`src/rtl/spick_pkg.sv`:
```
package spick_pkg;

    localparam int P2_W    = 3;
    localparam int LIN_W   = 8;
    localparam int P2_PRE  = 4;
    localparam int LIN_PRE = 2;
    localparam int P2_BITS = (1 << P2_W) + 2;
    localparam int LIN_BITS = LIN_W + 2;
    localparam int RATIO_W = (P2_BITS > LIN_BITS) ? P2_BITS : LIN_BITS;
    localparam int HALF_W  = RATIO_W - 1;

    typedef logic [RATIO_W-1:0] ratio_t;
    typedef logic [HALF_W-1:0]  half_t;

    typedef struct packed {
        logic             lin_sel;
        logic [P2_W-1:0]  p2_exp;
        logic [LIN_W-1:0] lin_div;
    } spick_cfg_t;

    function automatic ratio_t ratio_of(spick_cfg_t c);
        ratio_t r;
        if (c.lin_sel)
            r = ratio_t'(LIN_PRE) * (ratio_t'(c.lin_div) + ratio_t'(1));
        else
            r = ratio_t'(P2_PRE) << c.p2_exp;
        return r;
    endfunction

endpackage

```
`src/rtl/spick_cfg_hold.sv`:
```
module spick_cfg_hold
    import spick_pkg::*;
(
    input  logic       clk,
    input  logic       rst,
    input  logic       load,
    input  spick_cfg_t cfg_in,
    output ratio_t     ratio,
    output half_t      half_len
);
    spick_cfg_t cfg_q;

    always_ff @(posedge clk) begin
        if (rst)
            cfg_q <= '0;
        else if (load)
            cfg_q <= cfg_in;
    end

    assign ratio    = ratio_of(cfg_q);
    assign half_len = ratio[RATIO_W-1:1];

endmodule

```
`src/rtl/spick_tick_ctr.sv`:
```
module spick_tick_ctr
    import spick_pkg::*;
(
    input  logic  clk,
    input  logic  rst,
    input  logic  enable,
    input  half_t half_len,
    output logic  half_tick,
    output logic  full_tick
);
    half_t cnt;
    logic  phase;
    logic  at_end;

    assign at_end = (cnt == half_len - half_t'(1));

    always_ff @(posedge clk) begin
        if (rst || !enable) begin
            cnt   <= '0;
            phase <= 1'b0;
        end else if (at_end) begin
            cnt   <= '0;
            phase <= ~phase;
        end else begin
            cnt <= cnt + half_t'(1);
        end
    end

    assign half_tick = enable && at_end;
    assign full_tick = half_tick && phase;

    p_cnt_bound_r4: assert property (@(posedge clk) disable iff (rst)
        enable |-> (cnt < half_len));

    p_wrap_r4: assert property (@(posedge clk) disable iff (rst)
        half_tick |=> (cnt == '0));

    p_full_closes_r5: assert property (@(posedge clk) disable iff (rst)
        full_tick |=> !phase);

    p_idle_restart_r7: assert property (@(posedge clk) disable iff (rst)
        !enable |=> (cnt == '0 && !phase && !full_tick));

endmodule

```
`src/rtl/spi_clk_tickgen.sv`:
```
module spi_clk_tickgen
    import spick_pkg::*;
(
    input  logic               clk,
    input  logic               rst,
    input  logic               enable,
    input  logic               lin_sel,
    input  logic [P2_W-1:0]    p2_exp,
    input  logic [LIN_W-1:0]   lin_div,
    output logic               half_tick,
    output logic               full_tick,
    output logic [RATIO_W-1:0] div_ratio
);
    spick_cfg_t cfg_in;
    half_t      half_len;
    logic       load;

    assign cfg_in = '{lin_sel: lin_sel, p2_exp: p2_exp, lin_div: lin_div};
    assign load   = !enable || full_tick;

    spick_cfg_hold u_cfg (
        .clk      (clk),
        .rst      (rst),
        .load     (load),
        .cfg_in   (cfg_in),
        .ratio    (div_ratio),
        .half_len (half_len)
    );

    spick_tick_ctr u_ctr (
        .clk       (clk),
        .rst       (rst),
        .enable    (enable),
        .half_len  (half_len),
        .half_tick (half_tick),
        .full_tick (full_tick)
    );

    p_ratio_hold_r8: assert property (@(posedge clk) disable iff (rst)
        (enable && $past(enable) && !$past(full_tick)) |-> $stable(div_ratio));

    p_ratio_even_r1: assert property (@(posedge clk) disable iff (rst)
        (div_ratio[0] == 1'b0) && (div_ratio >= ratio_t'(2)));

    p_full_with_half_r5: assert property (@(posedge clk) disable iff (rst)
        full_tick |-> half_tick);

endmodule

```
`config.mk`:
```
export PLATFORM = sky130hd
export DESIGN_NAME = spi_clk_tickgen
export DESIGN_NICKNAME = d
export VERILOG_FILES = /design/src/rtl/spick_pkg.sv /design/src/rtl/spick_cfg_hold.sv /design/src/rtl/spick_tick_ctr.sv /design/src/rtl/spi_clk_tickgen.sv
export SDC_FILE = /design/constraint.sdc
export NUM_CORES = 1
export LEC_CHECK = 0
export ABC_AREA = 1
export ABC_CLOCK_PERIOD_IN_PS = 2300
export CAP_MARGIN = 40
export CORE_MARGIN = 2
export CORE_UTILIZATION = 55
export DETAILED_ROUTE_END_ITERATION = 12
export DONT_BUFFER_PORTS = 1
export GPL_TIMING_DRIVEN = 0
export HOLD_SLACK_MARGIN = 0.1
export PLACE_DENSITY = 0.82
export RECOVER_POWER = 100
export SLEW_MARGIN = 20
export SYNTH_ARGS = -nofsm -noshare
export SYNTH_HDL_FRONTEND = slang
export SYNTH_SLANG_ARGS = --single-unit
```
`constraint.sdc`:
```
create_clock -name clk -period 2.3 [get_ports clk]
set_clock_uncertainty 0.15 [all_clocks]
set_input_delay 0.23 -clock clk [delete_from_list [all_inputs] [get_ports clk]]
set_output_delay 0.23 -clock clk [all_outputs]
set_load 0.05 [all_outputs]
```
[After elaboration in Yosys (flattened, before gate mapping)]
Index checks and enable logic that the tools add are counted.
Word-level totals
  bits in registers: 22
  output and inout bits: 12
  logic and storage cells: 18
Operators by class
  $add $sub $neg: 3
  equal/unequal tests: 1
  shift operators: 1
  multiplexer cells: 1
  bitwise logic cells: 1
  reduce and logical (&&, ||, !) cells: 6
Operators by type and width (number)
  two-way mux 10 bit: 1
  << shifter 3 x 3 -> 10 bit (first input constant): 1
  adder 8 x 1 -> 9 bit (second input constant): 1
  adder 9 x 1 -> 9 bit (second input constant): 1
  equality test 9 bit: 1
  subtractor 9 x 1 -> 9 bit (second input constant): 1
  logical AND 1 bit: 2
  logical OR 1 bit: 2
  OR reduction 2 bit: 1
  logical NOT 1 bit: 1
  inverter 1 bit: 1

[Longest topological paths before layout]
  depth in word-level cells: 7
  gate-level depth with buffers: 19
  gate-level depth less buffers: 19

[Modules after synthesis]
From an unflattened synthesis, not the netlist that was laid out.
Second synthesis, totals
  cells, all modules: 245
  area total of the unflattened synthesis: 1659.1 um^2
By module, submodules not included
  spick_tick_ctr: times used 1, cells an instance 130, area an instance 874.6 um^2
  spick_cfg_hold: times used 1, cells an instance 113, area an instance 777.0 um^2
  spi_clk_tickgen: times used 1, cells an instance 2, area an instance 7.5 um^2

[Worst setup path after synthesis]
Ideal clock, no wire load.
  kind: register -> output
  from: register u_cfg.cfg_q[0] (netlist bit)
  to: output full_tick
  arrival: 3.194 ns
  data required time: 1.920 ns
  slack: -1.274 ns
  stages on the path, launching flop included: 14
  path buffers: 0
  cells stage by stage: dfxtp_1 -> ha_1 -> nand2_1 -> nand2_1 -> inv_1 -> ha_1 -> xnor2_1 -> xor2_1 -> nand4_1 -> nor2_1 -> nand3_1 -> nor2_4 -> nand2_4 -> nor3_1
On the way
  longest elaborated chain between the ends: 6
Ends and longest elaborated chain
  start, declared: RTL line spick_cfg_hold.sv:11  | spick_cfg_t cfg_q;
  start signal, assigned: RTL line spick_cfg_hold.sv:17  | cfg_q <= cfg_in;
  adder 8 x 1 -> 9 bit: RTL line spick_pkg.sv:24  | r = ratio_t'(LIN_PRE) * (ratio_t'(c.lin_div) + ratio_t'(1));
  two-way mux 10 bit: RTL line spick_pkg.sv:23  | if (c.lin_sel)
  named net div_ratio[2]: RTL line spi_clk_tickgen.sv:12  | output logic [RATIO_W-1:0] div_ratio
  subtractor 9 x 1 -> 9 bit: RTL line spick_tick_ctr.sv:15  | assign at_end = (cnt == half_len - half_t'(1));
  equality test 9 bit: RTL line spick_tick_ctr.sv:15
  logical AND 1 bit: RTL line spick_tick_ctr.sv:29  | assign half_tick = enable && at_end;
  logical AND 1 bit: RTL line spick_tick_ctr.sv:30  | assign full_tick = half_tick && phase;
  end, declared: RTL line spi_clk_tickgen.sv:11  | output logic full_tick,
The timed path passes the listed nets, and every way through them passes these cells.

[Worst setup path after layout]
Ends and elaborated chain as after synthesis.

==> metrics.md <==
| Metric | Value |
|---|---|
| Count of cell types in the netlist | `30` |
| Final Hold Violating Endpoints | `0` |
| DRC violations left | `0` |
| Remaining global-route overflow | `0` |
| Critical path required time | `between 1.5 and 2 ns` |
| Total power per unit cell area | `449 nW/um^2` |
| Critical Setup Path Class | `flop to output pin` |
| Post-synthesis sequential area ratio | `between 20% and 30%` |
| All-layer global routing usage | `around a quarter` |
| Type of element launching the critical path | `flop` |
| Count of buffers from port buffering | `0` |
| Fraction of layout cells with a size suffix above 1 | `33.2%` |
| TritonCTS buffer count | `3` |
| Fin. max-slew vios | `0` |
| Leading area contributor after synthesis | `sky130_fd_sc_hd__dfxtp_1` |
| Setup slack after layout | `-0.750 ns` |
| Max Clock Freq | `approximately 330 MHz` |
| Via Count | `1758` |
| Die Wd | `60.2 um` |
| Clk Latency, worst-skew pair | `0.33 ns` |
| Most used standard cells in the synthesized netlist | `sky130_fd_sc_hd__nand2_1 (68), sky130_fd_sc_hd__nor2_1 (38), sky130_fd_sc_hd__inv_1 (27)` |
| CTS tree | `done` |
| Max-cap violations | `0` |
| Post-synth ARST share | `0%` |
| Global placement routability congestion | `0.840` |
| Synthesis-to-layout area growth | `34.6%` |
| Clk slew on worst S/H paths | `approximately 0.12 ns` |
| Total clock sinks | `22` |
| Highest fanout seen on the critical path | `3` |
| Worst hold path endpoint | `u_cfg.cfg_q[10]` |
| Combined area of all synthesized cells | `between 1500 and 2000 um^2` |
| Worst hold slack | `0.332 ns` |
| Layout net count | `314` |
| Worst min path class | `input port to flop` |
| Count of pins on the block boundary | `27` |
| Number of antenna violations at the first check in global routing | `0` |
| Total power | `1.05 mW` |
| Run status | `complete, but fails checks` |
| Standard-cell rows | `20` |
| Leak Pwr | `1.02 nW` |
| DIE AREA | `3620 um^2` |
| Final setup violation count | `24` |
| Wire length reported by the detailed router | `4370 um` |
| Mean instance size in the synthesized netlist | `6.63 um^2` |
| Number of routed nets with antenna violations | `0` |
| Top-area cell type share of the netlist area | `~25%` |
| Final cycle utilization of the critical path | `133%` |
| Depth of the worst register-to-register path | `18` |
| Most common cell in the netlist | `sky130_fd_sc_hd__nand2_1` |
| Primary FF master, synth | `sky130_fd_sc_hd__dfxtp_1` |
| DR pass1 iterations | `4` |
| Starting DRC count in detailed routing | `64` |
| Number of vias per cell | `5.19` |
| CP Capture Type | `output pin` |
| R2r setup slk | `-0.51 ns` |
| Launch point of the worst hold path | `enable` |
| First-pass GRT wire length | `7000 um` |
| Average wire per cell in the routed design | `12.9 um` |
| Capture point of the worst reg-to-reg path | `u_cfg.cfg_q[1]` |
| Non-Filler Instances | `339` |
| Unrepaired setup endpoints after global routing | `true` |
| H-Tree Level Count | `1` |
| Total instance count after detailed placement | `306` |
| Pin count of the biggest net entering global routing | `13` |
| Synth warnings | `0` |
| Tightest slew margin relative to the limit | `63.9%` |
| Post-synthesis sequential element count | `22` |
| Post-synthesis net count | `280` |
| CP Data Arrival Time | `~2.7 ns` |
| Number of stages on the worst hold path | `4` |
| Cell at the root of the clock tree | `sky130_fd_sc_hd__clkbuf_4` |
| Starting density of the core | `57.4%` |
| Worst Tran Pin Value | `0.540 ns` |
| Final min period | `a little over 3 ns` |
| Leading cell types by total area after synthesis | `sky130_fd_sc_hd__dfxtp_1 (25%), sky130_fd_sc_hd__nand2_1 (15%), sky130_fd_sc_hd__nor2_1 (8.2%)` |
| Number of enable flip-flop cells after synthesis | `0` |
| Failing checks | `negative setup slack` |
| CORE AREA | `around 3000 um^2` |
| Peak supply drop | `0.000406 V` |
| Number of antenna repair diodes | `0` |
| Number of instances in the synthesized netlist | `roughly 260` |
| Die Height | `60.2 um` |
| Vias in the first global route | `1661` |
| CTS Buffer Depth | `2` |
| Half-perimeter wire length of the detailed placement result | `2750 um` |
| Critical register-to-register path startpoint | `u_cfg.cfg_q[0]` |
-- logic make-up (layout without fill, tap and decap cells) --
kind of cell | Yosys count | count (layout) | share of synthesized area, %
other | 1 | 1 | 0.216
AND/OR/NAND/NOR | 178 | 179 | 53.5
XOR/XNOR | 10 | 10 | 5.04
adder cells (fa/ha/maj) | 3 | 3 | 2.16
flip-flops | 22 | 22 | 25.4
AO/OA/AOI/OAI | 12 | 12 | 3.96
buffers and inverters | 36 | 68 | 9.73
-- area by class of cell --
cell class                      instances  area [um^2]
Buffer                                  6         56.3
Clock buffer                            4         26.3
Fill cell                             202          691
Inverter                               30          115
Multi-Input combinational cell        205         1330
Sequential cell                        22          454
Tap cell                               44         55.1
Timing Repair Buffer                   28          297
-- how the worst max path moves through the flow --
stage,start,to,slack (ns),cells past startpoint
2_1_floorplan,u_cfg.cfg_q[0],full_tick,-0.38,13
3_3_place_gp,u_cfg.cfg_q[8],full_tick,-0.54,13
3_5_place_dp,u_cfg.cfg_q[8],full_tick,-0.55,13
4_1_cts,u_cfg.cfg_q[0],full_tick,-0.70,13
5_1_grt,u_cfg.cfg_q[0],full_tick,-0.90,11
6_report,u_cfg.cfg_q[0],full_tick,-0.75,11
-- cells in the final DEF, fill, tap and decap left out, types with 8 or more instances in the layout --
| cell type | instances |
|---|---|
| sky130_fd_sc_hd__dfxtp_1 | 15 |
| sky130_fd_sc_hd__nand2_2 | 10 |
| sky130_fd_sc_hd__dlygate4sd3_1 | 14 |
| sky130_fd_sc_hd__inv_1 | 26 |
| sky130_fd_sc_hd__nand2_1 | 60 |
| sky130_fd_sc_hd__buf_4 | 12 |
| sky130_fd_sc_hd__nand3_1 | 18 |
| sky130_fd_sc_hd__nand3b_1 | 8 |
| sky130_fd_sc_hd__nor2_2 | 15 |
| sky130_fd_sc_hd__nor2_1 | 28 |
| sky130_fd_sc_hd__xor2_1 | 9 |
-- where the power goes --
group / leakage (nW) / internal, mW / switching (mW)
logic: 0.819 / 0.170 / 0.261
registers: 0.183 / 0.400 / 0.0238
clock network: 0.0150 / 0.0681 / 0.127
-- per-stage QoR --
stage	utilization [%]	area, um^2	TNS [ns]	setup slack [ns]
global route	77.2	2340	-14.58	-0.897
CTS	73.4	2220	-8.05	-0.701
detailed placement	62.8	1900	-6.46	-0.552
finish	77.2	2340	-10.65	-0.750
global placement	62.8	1900	-6.09	-0.541
floorplan	-	1850	-1.75	-0.381
-- registers in the layout, summed over array words and instances, names as in the netlist --
register / flops
u_ctr.phase: 1
u_cfg.cfg_q: 12
u_ctr.cnt: 9
-- layer usage --
| metal | vias to the layer above | global-route usage, % | part of all wire (%) |
|---|---|---|---|
| li1 | 899 | - | - |
| met1 | 799 | 32.4 | 45 |
| met2 | 53 | 43.9 | 49 |
| met3 | 7 | 2.60 | 4.4 |
| met4 | 0 | 10.2 | 1.9 |
| met5 | - | 0 | 0 |
-- critical path: stages (launching register included) --
cell	delay [ns]
sky130_fd_sc_hd__dfxtp_4	0.37
sky130_fd_sc_hd__buf_4	0.15
sky130_fd_sc_hd__inv_1	0.09
sky130_fd_sc_hd__nand2_1	0.16
sky130_fd_sc_hd__inv_1	0.40
sky130_fd_sc_hd__or2_2	0.19
sky130_fd_sc_hd__nand4_1	0.10
sky130_fd_sc_hd__nor2_2	0.12
sky130_fd_sc_hd__nand3_2	0.09
sky130_fd_sc_hd__nor2_4	0.11
sky130_fd_sc_hd__nand2_4	0.08
sky130_fd_sc_hd__nor3_4	0.50
-- timing repair --
action,4_1_cts,5_1_grt
setup endpoints to repair,24,24
pin swaps,9,12
gates cloned,2,0
hold endpoints to repair,21,0
hold buffers,14,0
gates resized for setup,10,25
buffers inserted,7,7
Power figures use the tool's default switching activity.
